==> src/rtl/adc_seq_pkg.sv <==
package adc_seq_pkg;

  typedef enum logic [2:0] {
    ST_IDLE  = 3'd0,
    ST_START = 3'd1,
    ST_WAIT  = 3'd2,
    ST_RD_HI = 3'd3,
    ST_RD_LO = 3'd4,
    ST_DONE  = 3'd5
  } seq_state_t;

  // Round a duration up to a whole number of local clock cycles.
  function automatic int ns_to_cycles(input int clk_khz, input int dur_ns);
    longint prod;
    prod = longint'(clk_khz) * longint'(dur_ns);
    return int'((prod + 64'd999999) / 64'd1000000);
  endfunction

endpackage

==> src/rtl/adc_seq_timer.sv <==
module adc_seq_timer #(
  parameter int TW = 11
) (
  input  logic          clk,
  input  logic          rst_n,
  input  logic          load,
  input  logic [TW-1:0] load_val,
  output logic          expired
);

  logic [TW-1:0] cnt_q;
  logic [TW-1:0] cnt_d;
  logic          cnt_en;

  always_comb begin
    cnt_en = load || (cnt_q != '0);
    cnt_d  = load ? load_val : cnt_q - TW'(1);
  end

  always_ff @(posedge clk or negedge rst_n) begin
    if (!rst_n) begin
      cnt_q <= '0;
    end else if (cnt_en) begin
      cnt_q <= cnt_d;
    end
  end

  assign expired = (cnt_q == '0);

endmodule

==> src/rtl/adc_seq_result.sv <==
module adc_seq_result #(
  parameter int DW   = 12,
  parameter int BYTE = 8
) (
  input  logic          clk,
  input  logic          rst_n,
  input  logic          cap_word,
  input  logic          cap_hi,
  input  logic          cap_lo,
  input  logic [DW-1:0] adc_data,
  output logic [DW-1:0] result
);

  localparam int NIB = DW - BYTE;

  logic [DW-1:0] res_q;
  logic [DW-1:0] res_d;
  logic          res_en;

  always_comb begin
    res_d  = res_q;
    res_en = cap_word || cap_hi || cap_lo;
    if (cap_word) begin
      res_d = adc_data;
    end else if (cap_hi) begin
      res_d[DW-1:NIB] = adc_data[DW-1:NIB];
    end else if (cap_lo) begin
      // the low field arrives packed into the top of the byte lane
      res_d[NIB-1:0] = adc_data[DW-1:DW-NIB];
    end
  end

  always_ff @(posedge clk or negedge rst_n) begin
    if (!rst_n) begin
      res_q <= '0;
    end else if (res_en) begin
      res_q <= res_d;
    end
  end

  assign result = res_q;

endmodule

==> src/rtl/adc_seq_fsm.sv <==
module adc_seq_fsm
  import adc_seq_pkg::*;
#(
  parameter int TW        = 11,
  parameter int ACC_CYC   = 8,
  parameter int CONV_CYC  = 1250,
  parameter int SHORT_CYC = 500
) (
  input  logic          clk,
  input  logic          rst_n,
  input  logic          bus_strobe_n,
  input  logic          bus_last,
  input  logic          cfg_short_conv,
  input  logic          cfg_two_byte,
  input  logic          adc_busy,
  input  logic          tmr_expired,
  output logic          tmr_load,
  output logic [TW-1:0] tmr_val,
  output logic          cap_word,
  output logic          cap_hi,
  output logic          cap_lo,
  output logic          bus_ready,
  output logic          adc_ce,
  output logic          adc_cs_n,
  output logic          adc_rc,
  output logic          adc_a0,
  output logic          adc_wide
);

  localparam logic [TW-1:0] ACC_LD   = TW'(ACC_CYC - 1);
  localparam logic [TW-1:0] CONV_LD  = TW'(CONV_CYC - 1);
  localparam logic [TW-1:0] SHORT_LD = TW'(SHORT_CYC - 1);

  seq_state_t state_q, state_d;
  logic       short_q, two_q, armed_q;
  logic       launch;
  logic       arm_set;

  // next-state and phase timer control
  always_comb begin
    state_d  = state_q;
    tmr_load = 1'b0;
    tmr_val  = '0;
    cap_word = 1'b0;
    cap_hi   = 1'b0;
    cap_lo   = 1'b0;
    case (state_q)
      ST_IDLE: begin
        if (!bus_strobe_n) begin
          state_d  = ST_START;
          tmr_load = 1'b1;
          tmr_val  = ACC_LD;
        end
      end
      ST_START: begin
        if (tmr_expired) begin
          state_d  = ST_WAIT;
          tmr_load = 1'b1;
          tmr_val  = short_q ? SHORT_LD : CONV_LD;
        end
      end
      ST_WAIT: begin
        if (tmr_expired && !adc_busy && armed_q) begin
          state_d  = ST_RD_HI;
          tmr_load = 1'b1;
          tmr_val  = ACC_LD;
        end
      end
      ST_RD_HI: begin
        if (tmr_expired) begin
          if (two_q) begin
            cap_hi   = 1'b1;
            state_d  = ST_RD_LO;
            tmr_load = 1'b1;
            tmr_val  = ACC_LD;
          end else begin
            cap_word = 1'b1;
            state_d  = ST_DONE;
          end
        end
      end
      ST_RD_LO: begin
        if (tmr_expired) begin
          cap_lo  = 1'b1;
          state_d = ST_DONE;
        end
      end
      ST_DONE:  state_d = ST_IDLE;
      default:  state_d = ST_IDLE;
    endcase
  end

  always_ff @(posedge clk or negedge rst_n) begin
    if (!rst_n) begin
      state_q <= ST_IDLE;
    end else begin
      state_q <= state_d;
    end
  end

  // transfer options are captured with the strobe
  assign launch  = (state_q == ST_IDLE) && !bus_strobe_n;
  assign arm_set = bus_last && ((state_q == ST_START) || (state_q == ST_WAIT));

  always_ff @(posedge clk or negedge rst_n) begin
    if (!rst_n) begin
      short_q <= 1'b0;
      two_q   <= 1'b0;
    end else if (launch) begin
      short_q <= cfg_short_conv;
      two_q   <= cfg_two_byte;
    end
  end

  always_ff @(posedge clk or negedge rst_n) begin
    if (!rst_n) begin
      armed_q <= 1'b0;
    end else if (launch) begin
      armed_q <= 1'b0;
    end else if (arm_set) begin
      armed_q <= 1'b1;
    end
  end

  // converter control lines decoded from the state register
  always_comb begin
    adc_ce    = (state_q == ST_START) || (state_q == ST_RD_HI) || (state_q == ST_RD_LO);
    adc_cs_n  = !adc_ce;
    adc_rc    = (state_q != ST_START);
    adc_a0    = (state_q == ST_START) ? short_q : (state_q == ST_RD_LO);
    adc_wide  = !two_q;
    bus_ready = (state_q == ST_DONE);
  end

  // a conversion can only be launched from idle
  p_start_from_idle_r8: assert property (@(posedge clk) disable iff (!rst_n)
    (state_q == ST_START && $past(state_q) != ST_START) |-> $past(state_q) == ST_IDLE);

  // wait is left only with busy low and the minimum time used up
  p_wait_exit_r3: assert property (@(posedge clk) disable iff (!rst_n)
    (state_q != ST_WAIT && $past(state_q) == ST_WAIT) |-> ($past(!adc_busy) && $past(tmr_expired)));

  // a read needs the last-beat marker
  p_read_armed_r4: assert property (@(posedge clk) disable iff (!rst_n)
    (state_q == ST_RD_HI && $past(state_q) == ST_WAIT) |-> $past(armed_q));

  // ready is a single-cycle pulse
  p_ready_pulse_r7: assert property (@(posedge clk) disable iff (!rst_n)
    bus_ready |=> !bus_ready);

  // the read/convert line does not change within an enabled window
  p_rc_hold_r2: assert property (@(posedge clk) disable iff (!rst_n)
    (adc_ce && $past(adc_ce)) |-> adc_rc == $past(adc_rc));

endmodule

==> src/rtl/adc_seq_ctrl.sv <==
module adc_seq_ctrl
  import adc_seq_pkg::*;
#(
  parameter int CLK_KHZ       = 50000,
  parameter int CONV_NS       = 25000,
  parameter int SHORT_CONV_NS = 10000,
  parameter int ACCESS_NS     = 150,
  parameter int DW            = 12
) (
  input  logic          clk,
  input  logic          rst_n,
  input  logic          bus_strobe_n,
  input  logic          bus_last,
  input  logic          cfg_short_conv,
  input  logic          cfg_two_byte,
  output logic          bus_ready,
  output logic [DW-1:0] bus_data,
  output logic          adc_ce,
  output logic          adc_cs_n,
  output logic          adc_rc,
  output logic          adc_a0,
  output logic          adc_wide,
  input  logic          adc_busy,
  input  logic [DW-1:0] adc_data
);

  localparam int ACC_CYC   = ns_to_cycles(CLK_KHZ, ACCESS_NS);
  localparam int CONV_CYC  = ns_to_cycles(CLK_KHZ, CONV_NS);
  localparam int SHORT_CYC = ns_to_cycles(CLK_KHZ, SHORT_CONV_NS);
  localparam int MAX_CYC   = (CONV_CYC > ACC_CYC) ? CONV_CYC : ACC_CYC;
  localparam int TW        = $clog2(MAX_CYC + 1);

  logic          tmr_load;
  logic [TW-1:0] tmr_val;
  logic          tmr_expired;
  logic          cap_word, cap_hi, cap_lo;

  adc_seq_timer #(.TW(TW)) u_timer (
    .clk      (clk),
    .rst_n    (rst_n),
    .load     (tmr_load),
    .load_val (tmr_val),
    .expired  (tmr_expired)
  );

  adc_seq_fsm #(
    .TW        (TW),
    .ACC_CYC   (ACC_CYC),
    .CONV_CYC  (CONV_CYC),
    .SHORT_CYC (SHORT_CYC)
  ) u_fsm (
    .clk            (clk),
    .rst_n          (rst_n),
    .bus_strobe_n   (bus_strobe_n),
    .bus_last       (bus_last),
    .cfg_short_conv (cfg_short_conv),
    .cfg_two_byte   (cfg_two_byte),
    .adc_busy       (adc_busy),
    .tmr_expired    (tmr_expired),
    .tmr_load       (tmr_load),
    .tmr_val        (tmr_val),
    .cap_word       (cap_word),
    .cap_hi         (cap_hi),
    .cap_lo         (cap_lo),
    .bus_ready      (bus_ready),
    .adc_ce         (adc_ce),
    .adc_cs_n       (adc_cs_n),
    .adc_rc         (adc_rc),
    .adc_a0         (adc_a0),
    .adc_wide       (adc_wide)
  );

  adc_seq_result #(.DW(DW), .BYTE(8)) u_result (
    .clk      (clk),
    .rst_n    (rst_n),
    .cap_word (cap_word),
    .cap_hi   (cap_hi),
    .cap_lo   (cap_lo),
    .adc_data (adc_data),
    .result   (bus_data)
  );

endmodule

==> config.mk <==
export PLATFORM = sky130hd
export DESIGN_NAME = adc_seq_ctrl
export DESIGN_NICKNAME = d
export VERILOG_FILES = /design/src/rtl/adc_seq_pkg.sv /design/src/rtl/adc_seq_timer.sv /design/src/rtl/adc_seq_result.sv /design/src/rtl/adc_seq_fsm.sv /design/src/rtl/adc_seq_ctrl.sv
export SDC_FILE = /design/constraint.sdc
export NUM_CORES = 1
export LEC_CHECK = 0
export BUFFER_PORTS_ARGS = -buffer_cell sky130_fd_sc_hd__buf_2
export CORE_AREA = 2 2 77 79
export CTS_CLUSTER_SIZE = 25
export DETAILED_ROUTE_END_ITERATION = 8
export DIE_AREA = 0 0 79 81
export GPL_ROUTABILITY_DRIVEN = 0
export PLACE_DENSITY_LB_ADDON = 0.05
export SKIP_CTS_REPAIR_TIMING = 1
export SLEW_MARGIN = 25
export SYNTH_ARGS = -nofsm -noshare
export SYNTH_HDL_FRONTEND = slang
export SYNTH_SLANG_ARGS = --single-unit
==> constraint.sdc <==
create_clock -name clk -period 2.9 [get_ports clk]
set_clock_uncertainty 0.2 [all_clocks]
set_input_delay 0.145 -clock clk [delete_from_list [all_inputs] [get_ports clk]]
set_output_delay 0.145 -clock clk [all_outputs]
set_load 0.02 [all_outputs]
==> impl_metrics.yaml, run 1 <==
run_status:
  outcome: "finished, violations left"
  violations: "hold timing"
drt:
  viasPerCell: 4.63
  detail-route-antenna-nets: 0
  vias: 1310
  drc_errors: 0
  drtIter0Drc: 53
  drt_wl_total_mm: 3.85
  wire_per_inst_um: 13.6
  firstDrtPassIters: 4
clock_network:
  htree_levels: 2
  cts_tree: "yes"
  clock-root-buffer: "clkbuf_8"
  worstSkewPairLatency_ns: 0.28
  cts.path.max_buffers: 2
  cts.sinks: 29
  clk_pin_slew_ns: 0.06
  cts_buffers: 5
power:
  p_per_area_nw_per_um2: 748
  internal_power_w: 0.000931
  power_frac_seq: 0.440
  power.switching_w: 0.000596
  netSwitchingFraction: 0.390
  power.leakage_nw: 0.985
  p_clk_frac: 0.222
  max-vdd-ir-drop_mv: 0.263
  p_comb_frac: 0.338
final_layout:
  nets: 228
  area_growth_pct: 33.2
  multi_input_area_um2: 749
  drive_above_1_share: 0.288
  utilization: 0.360
  regArea_um2: 726
  n_antenna_cell: 0
  fillerInstances: 603
global_route:
  antenna_found_initial: 0
  grt_pass1_vias: 1260
  busiest_layer: "met2"
  grt_max_degree: 30
  overflow: 0
  grt_use_met1: 0.162
  grt_first_pass_wirelength_mm: 6.21
  grt_util_met2: 0.202
  gr-usage-all-layers: 0.129
  grt_use_met3: 0.0411
placement:
  portBuffers: 36
  hpwlAfterDp_mm: 2.68
worst_setup_path:
  r2r-end: "u_result.result[10]"
  worstPathRequired_ns: 2.86
  crit_type: "reg2reg"
  endpoint_kind: "register"
  timing.rr.start: "u_timer.cnt_q[0]"
  startpoint_type: "register"
  cp.arrival_ns: 2.37
  r2r_setup_slack_ns: 0.49
  reg2reg_depth: 6
  crit_fanout: 8
synth:
  synthTopCellsByArea: "dfrtp_1 (47%), mux2_2 (5.9%), mux2i_1 (3.9%)"
  async_flop_share: 1.00
  postSynthCellCount: 152
  synth_cell_types: 42
  synth.net_count: 172
  synth_flop_cell: "dfrtp_1"
  ys_ff_latch: 29
  netlist_area_um2: 1530
  synth_edf_count: 0
  synth.avg_cell_area_um2: 10.1
  ys_warn_count: 0
  yosysTopAreaCellShare: 0.473
  synth_top_cell_by_area: "dfrtp_1"
  ys_seq_area_frac: 0.473
timing:
  rsz0062_at_grt: "no"
  fmax_mhz: 415
  fin_tns_setup_ns: 0
  tightestPinTransition_ns: 0.693
  final.period_utilization: 0.831
  slew_viol_final: 0
  relSlewSlack: 0.538
  finalCriticalPeriod_ns: 2.41
  hold_ws_ns: -0.0171
  finalHoldViolations: 1
  finalSetupViolCount: 0
hold_path:
  hp-start: "bus_last"
  hold_path_end: "u_fsm.armed_q"
  min_path_cells: 3
  hold_path.class: "in2reg"
floorplan:
  die_h_um: 81
  io_pins: 37
  start_util: 0.270
  fp.dieW_um: 79
  rows: 28
  core_area_um2: 5680
  die_area_um2: 6400
flow_run:
  drv_cap: 0
flip-flops by register name, indices dropped and copies added, names as in the netlist:
| name | count |
|---|---|
| u_fsm.short_q | 1 |
| u_fsm.armed_q | 1 |
| u_fsm.two_q | 1 |
| u_fsm.state_q | 3 |
| u_result.result | 12 |
| u_timer.cnt_q | 11 |
per-stage QoR:
step           power, W  setup WS (ns)  std cells  instance area (µm²)
2_1_floorplan   0.00102          0.782        152                 1530
3_3_place_gp    0.00119          0.581        261                 1810
3_5_place_dp    0.00118          0.524        261                 1810
4_1_cts         0.00154          0.503        268                 1890
5_1_grt         0.00166          0.337        283                 2040
6_report        0.00153          0.489        283                 2040
power by group through the flow:
| stage | Sequential, W | Clock (W) | Combinational, W |
|---|---|---|---|
| after floorplan | 0.000645 | 0 | 0.000370 |
| after global placement | 0.000678 | 0 | 0.000509 |
| after detailed placement | 0.000679 | 0 | 0.000505 |
| after CTS | 0.000672 | 0.000355 | 0.000510 |
| after global routing | 0.000692 | 0.000375 | 0.000589 |
| final | 0.000672 | 0.000339 | 0.000516 |
cell families after synthesis:
group,synth area share
compound gates,0.129
simple gates,0.225
xor+xnor,0.0286
flops,0.473
fa+ha+maj,0.00816
mux,0.0980
buf+inv,0.0375
metal layers:
metal	routed length, µm	share of wire
met1	1790	0.47
met5	0	0
met2	1830	0.48
met3	151	0.039
met4	70	0.018
critical path: stages (launching register included):
cell and delay (ns):
dfrtp_1 0.41, inv_1 0.07, ha_1 0.21, nor3b_2 0.51
nand3_1 0.22, nor2_4 0.30, mux2_2 0.38
worst max path at each step:
stage                     depth (start not counted)        startpoint                   to
after floorplan                                   6  u_timer.cnt_q[0]  u_result.result[10]
after global placement                            6  u_timer.cnt_q[0]   u_result.result[9]
after detailed placement                          6  u_timer.cnt_q[0]  u_result.result[10]
after CTS                                         6  u_timer.cnt_q[0]  u_result.result[10]
after global routing                              6  u_timer.cnt_q[0]  u_result.result[11]
final                                             6  u_timer.cnt_q[0]  u_result.result[10]
layout make-up:
class | count | share of cell area
Multi-Input combinational cell | 108 | 0.367
Sequential cell | 29 | 0.355
Timing Repair Buffer | 53 | 0.169
Tap cell | 75 | 0.0460
Clock buffer | 7 | 0.0423
Inverter | 11 | 0.0202
synth_stat cells, types with 4 or more instances:
cell     count
dfrtp_1     29
nand2_1     15
nor2_1      12
inv_1       11
a21oi_1     10
o21ai_0     10
mux2_2       8
mux2i_1      6
nor3b_1      4
or3_1        4
xor2_1       4
placed cells by master (no fill, tap or decap), types with 2 or more instances in the layout:
| master | count |
|---|---|
| inv_1 | 11 |
| nor2_1 | 12 |
| or3_1 | 4 |
| dfrtp_1 | 29 |
| nand3_1 | 3 |
| o31ai_1 | 2 |
| mux2i_1 | 6 |
| nor3b_1 | 4 |
| nand2_1 | 15 |
| dlygate4sd3_1 | 15 |
| mux2_2 | 8 |
| a21oi_1 | 10 |
| o21ai_0 | 10 |
| nor3_1 | 3 |
| xor2_1 | 4 |
| buf_2 | 36 |
| buf_4 | 2 |
| nand4_1 | 3 |
| clkbuf_8 | 6 |
Power figures use the tool's default switching activity.
==> inputs of run 2 (changes only) <==
==> constraint.sdc (replaced) <==
create_clock -name clk -period 2.16 [get_ports clk]
set_clock_uncertainty 0.2 [all_clocks]
set_input_delay 0.108 -clock clk [delete_from_list [all_inputs] [get_ports clk]]
set_output_delay 0.108 -clock clk [all_outputs]
set_load 0.02 [all_outputs]
==> run 2 against run 1 <==
Against the previous run:
- total power rose by 42%
- register-to-register slack lost 0.39 ns
- the flow still finishes with violations (hold timing)
- largest cell class unchanged
- non-clock buffer count is 14 higher
- clock-buffer cell count unchanged
- sequential share of layout area decreased by 1.9 points
- flip-flop and latch count did not move
- global-route usage fell by 0.96 points
- hold slack better by 0.0078 ns
- final cell count increased by 4.9%
- fmax grew 17%
==> impl_metrics.yaml, run 2 (same netlist as run 1, synthesis figures left out) <==
run_status:
  outcome: "finished, violations left"
  violations: "hold timing"
worst_setup_path:
  cp_slowest_cell: "dfrtp_1"
  crit_fanout: 9
  crit_top_cell: "buf_4"
  worstPathRequired_ns: 2.11
  timing.rr.start: "u_timer.cnt_q[3]"
  startpoint_type: "register"
  cp_slowest_stage_delay_ns: 0.44
  cp-endpoint: "u_timer.cnt_q[10]"
  r2r_setup_slack_ns: 0.10
  path_cells: "nor4_4 -> buf_4 -> nand3_4 -> o41ai_4 -> buf_4 -> a21oi_1"
  startpoint: "u_timer.cnt_q[3]"
  cp.arrival_ns: 2.01
  r2r-end: "u_timer.cnt_q[10]"
  endpoint_kind: "register"
  reg2reg_depth: 6
  crit_type: "reg2reg"
power:
  max-vdd-ir-drop_mv: 0.449
  p_per_area_nw_per_um2: 1000
  p_comb_frac: 0.395
  power_frac_seq: 0.400
  power.leakage_nw: 1.07
  total_power_w: 0.00217
  internal_power_w: 0.00135
  p_clk_frac: 0.205
  power.switching_w: 0.000819
  netSwitchingFraction: 0.378
timing:
  setup_ws_ns: 0.101
  finalSetupViolCount: 0
  hold_ws_ns: -0.00935
  fmax_mhz: 486
  tightestPinTransition_ns: 0.682
  finalHoldViolations: 2
  finalCriticalPeriod_ns: 2.06
  relSlewSlack: 0.545
  slew_viol_final: 0
  final.period_utilization: 0.953
drt:
  drt_wl_total_mm: 3.75
  detail-route-antenna-nets: 0
  firstDrtPassIters: 6
  viasPerCell: 4.47
  vias: 1328
  drtIter0Drc: 80
  wire_per_inst_um: 12.6
  drc_errors: 0
clock_network:
  cts_buffers: 5
  cts_tree: "yes"
  worstSkewPairLatency_ns: 0.27
  cts.path.max_buffers: 2
  htree_levels: 2
  clock-root-buffer: "clkbuf_8"
  clk_pin_slew_ns: 0.06
  cts.sinks: 29
placement:
  pre_cts_slack_ns: 0.0638
  portBuffers: 36
  hpwlAfterDp_mm: 2.71
final_layout:
  area_growth_pct: 41.0
  nets: 242
  final_cell_mix: "buf_2 (36), dfrtp_1 (28), dlygate4sd3_1 (16), nand2_1 (15), buf_4 (14)"
  drive_above_1_share: 0.333
  largest_reg_flops: 12
  n_antenna_cell: 0
  layout_commonest_cell: "buf_2"
floorplan:
  io_pins: 37
  die_h_um: 81
  die_area_um2: 6400
  start_util: 0.270
  fp.dieW_um: 79
  rows: 28
  core_area_um2: 5680
global_route:
  grt_pass1_vias: 1168
  grt_max_degree: 30
  gr-usage-all-layers: 0.119
  grt_first_pass_wirelength_mm: 5.87
  overflow: 0
  antenna_found_initial: 0
flow_run:
  drv_cap: 0
hold_path:
  hold_path.class: "in2reg"
## run 2: cell types whose count changed in the layout (fill, tap and decap cells not counted)
| cell | previous run | this run |
|---|---|---|
| buf_4 | 2 | 14 |
| buf_6 | 0 | 1 |
| dfrtp_1 | 29 | 28 |
| dfrtp_2 | 0 | 1 |
| dlygate4sd3_1 | 15 | 16 |
| nor3b_2 | 1 | 0 |
| nor3b_4 | 0 | 1 |
## run 2: worst max-delay path: cells and delay by family, from the launching register on
kind	cells	cell delay (ns)
buffers and inverters	2	0.40
AND/OR/NAND/NOR	2	0.50
flip-flops	1	0.44
AO/OA/AOI/OAI	2	0.38
## run 2: routing by layer
metal,routed length [µm],track usage,up-vias
met3,153,0.0300,4
met1,1850,0.166,618
met2,1720,0.183,26
met5,0,0,-
met4,29,0.0362,0
li1,-,-,680
## run 2: worst min path at each step
stage                      start               end  slack (ns)  depth (start not counted)
floorplan                  rst_n     u_fsm.armed_q       -0.39                          0
CTS                        rst_n     u_fsm.armed_q       -0.31                          1
global placement           rst_n     u_fsm.armed_q       -0.02                          1
finish              bus_strobe_n  u_fsm.state_q[0]      -0.009                          4
global route            adc_busy  u_fsm.state_q[0]        0.03                          4
detailed placement         rst_n     u_fsm.armed_q      -0.007                          1
## run 2: area by class of cell
class,instances,area [µm²]
fill,594,3510
multi-input combinational,108,756
sequential,29,727
timing repair buffer,67,457
tap,75,93.8
clock buffer,7,86.3
inverter,11,41.3
## run 2: per-stage QoR
stage                     instance area (µm²)  hold slack, ns  std cells   TNS, ns  utilization
final                                    2160        -0.00935        297         0        0.381
after global routing                     2160          0.0291        297  -0.00821        0.381
after CTS                                1970          -0.309        279         0        0.348
after detailed placement                 1890        -0.00682        272         0        0.333
after global placement                   1890         -0.0157        272         0        0.333
after floorplan                          1530          -0.388        152         0            -
## run 2: power groups by stage
stage | clock network, W | registers [W] | logic (W)
after floorplan | 0 | 0.000867 | 0.000496
after detailed placement | 0 | 0.000868 | 0.000824
after global routing | 0.000500 | 0.000896 | 0.000952
after global placement | 0 | 0.000868 | 0.000823
final | 0.000445 | 0.000868 | 0.000857
after CTS | 0.000468 | 0.000858 | 0.000827
==> inputs of run 3 (changes only) <==
--- a/config.mk
+++ b/config.mk
@@ -12,6 +12,7 @@
 export DIE_AREA = 0 0 79 81
 export GPL_ROUTABILITY_DRIVEN = 0
 export PLACE_DENSITY_LB_ADDON = 0.05
+export REMOVE_ABC_BUFFERS = 1
 export SKIP_CTS_REPAIR_TIMING = 1
 export SLEW_MARGIN = 25
 export SYNTH_ARGS = -nofsm -noshare
==> run 3 against run 2 <==
Against the previous run:
- the run still ends with hold timing left
- via count up 1.3%
- wire length up 0.93%
- clock-buffer cell count down 2
- combinational power up 2%
- sequential power down 2%
- sequential share of layout area up 0.38 points
- critical path type unchanged
==> impl_metrics.yaml, run 3 (same netlist as run 1, synthesis figures left out) <==
run_status:
  outcome: "finished, violations left"
  violations: "hold timing"
timing:
  tightestPinTransition_ns: 0.688
  relSlewSlack: 0.542
  finalSetupViolCount: 0
  hold_ws_ns: -0.0987
  slew_viol_final: 0
  finalCriticalPeriod_ns: 2.03
  final.period_utilization: 0.939
  finalHoldViolations: 3
  rsz0062_at_grt: "yes"
  fmax_mhz: 493
flow_run:
  drv_cap: 0
worst_setup_path:
  path_cells: "inv_1 -> ha_1 -> nor3b_4 -> nand3_1 -> nor2_4 -> mux2_2"
  cp_slowest_cell: "dfrtp_1"
  timing.rr.start: "u_timer.cnt_q[0]"
  r2r-end: "u_result.result[11]"
  endpoint_kind: "register"
  reg2reg_depth: 6
  startpoint_type: "register"
  cp_slowest_stage_delay_ns: 0.38
  crit_family: "simple AND/OR/NAND/NOR gates"
  worstPathRequired_ns: 2.12
  crit_buf_inv: 1
  r2r_setup_slack_ns: 0.13
  crit_fanout: 8
  cp.arrival_ns: 1.99
  crit_type: "reg2reg"
final_layout:
  largest_reg_flops: 12
  multi_input_area_um2: 756
  nets: 241
  drive_above_1_share: 0.332
  regArea_um2: 726
  fillerInstances: 609
  final_cell_mix: "buf_2 (36), dfrtp_1 (29), nand2_1 (15), dlygate4sd3_1 (15), buf_4 (15)"
  utilization: 0.376
  stdcell_count: 295
  layout_commonest_cell: "buf_2"
  area_growth_pct: 39.2
  n_antenna_cell: 0
floorplan:
  die_area_um2: 6400
  die_h_um: 81
  io_pins: 37
  core_area_um2: 5680
  fp.dieW_um: 79
  start_util: 0.270
  rows: 28
clock_network:
  cts_tree: "yes"
  worstSkewPairLatency_ns: 0.28
  clock-root-buffer: "clkbuf_8"
  clk_pin_slew_ns: 0.06
  cts.sinks: 29
  cts.path.max_buffers: 2
  htree_levels: 2
  cts_buffers: 5
global_route:
  overflow: 0
  gr-usage-all-layers: 0.120
  grt_max_degree: 30
  grt_first_pass_wirelength_mm: 5.84
  grt_pass1_vias: 1172
  antenna_found_initial: 0
power:
  netSwitchingFraction: 0.383
  power.leakage_nw: 1.05
  power.switching_w: 0.000818
  p_per_area_nw_per_um2: 1000
  p_comb_frac: 0.410
  max-vdd-ir-drop_mv: 0.419
  power_frac_seq: 0.398
  p_clk_frac: 0.191
  internal_power_w: 0.00132
drt:
  drt_wl_total_mm: 3.79
  wire_per_inst_um: 12.8
  firstDrtPassIters: 4
  viasPerCell: 4.56
  detail-route-antenna-nets: 0
  vias: 1345
  drc_errors: 0
  drtIter0Drc: 60
hold_path:
  hold_path.class: "in2reg"
  hp-start: "adc_data[10]"
  hold_path_end: "u_result.result[10]"
  min_path_cells: 2
placement:
  portBuffers: 36
  dp.cells: 274
  hpwlAfterDp_mm: 2.72
run 3: changes by cell type in the layout (fill, tap and decap cells not counted), sizes merged:
cell,before,now
clkbuf,7,5
dlygate4sd3,16,15
clkinv,0,1
run 3: layout make-up:
cell class                 instances  area share
clock buffer                       5      0.0323
inverter                          11      0.0194
sequential                        29       0.340
clock inverter                     1     0.00235
multi-input combinational        108       0.354
timing repair buffer              66       0.208
tap                               75      0.0440
run 3: per-layer routing:
metal / GRT usage / share of wire
met3: 0.0378 / 0.047
met2: 0.179 / 0.45
met4: 0.0466 / 0.014
met1: 0.163 / 0.49
met5: 0 / 0
run 3: per-stage QoR:
stage                     total power [W]  worst slack (ns)  setup TNS, ns  area [µm²]
final                             0.00214             0.131              0        2130
after floorplan                   0.00136            0.0424              0        1520
after detailed placement          0.00171           -0.0159        -0.0209        1900
after CTS                         0.00214           -0.0280        -0.0755        1980
after global routing              0.00230         -0.000413      -0.000413        2130
after global placement            0.00171            0.0287              0        1900
run 3: worst register-to-register path, delay by kind of cell (launching register included):
| family | cells | cell delay (ns) |
|---|---|---|
| flops | 1 | 0.38 |
| fa+ha+maj | 1 | 0.17 |
| simple gates | 3 | 0.73 |
| mux | 1 | 0.38 |
| buf+inv | 1 | 0.06 |
run 3: worst max path at each step:
stage	start	cells past startpoint	slack, ns	end
6_report	u_timer.cnt_q[0]	6	0.13	u_result.result[11]
5_1_grt	u_timer.cnt_q[0]	6	-0.0004	u_result.result[10]
4_1_cts	u_timer.cnt_q[0]	6	-0.03	u_timer.cnt_q[9]
3_3_place_gp	u_timer.cnt_q[0]	6	0.03	u_timer.cnt_q[9]
2_1_floorplan	u_timer.cnt_q[0]	6	0.04	u_result.result[10]
3_5_place_dp	u_timer.cnt_q[0]	6	-0.02	u_timer.cnt_q[9]
run 3: power by group through the flow:
stage                     combinational (W)  clock [W]  sequential (W)
after floorplan                    0.000476          0        0.000881
after global placement             0.000851          0        0.000858
after detailed placement           0.000857          0        0.000855
after CTS                          0.000863   0.000429        0.000846
after global routing               0.000977   0.000451        0.000872
final                              0.000876   0.000408        0.000851
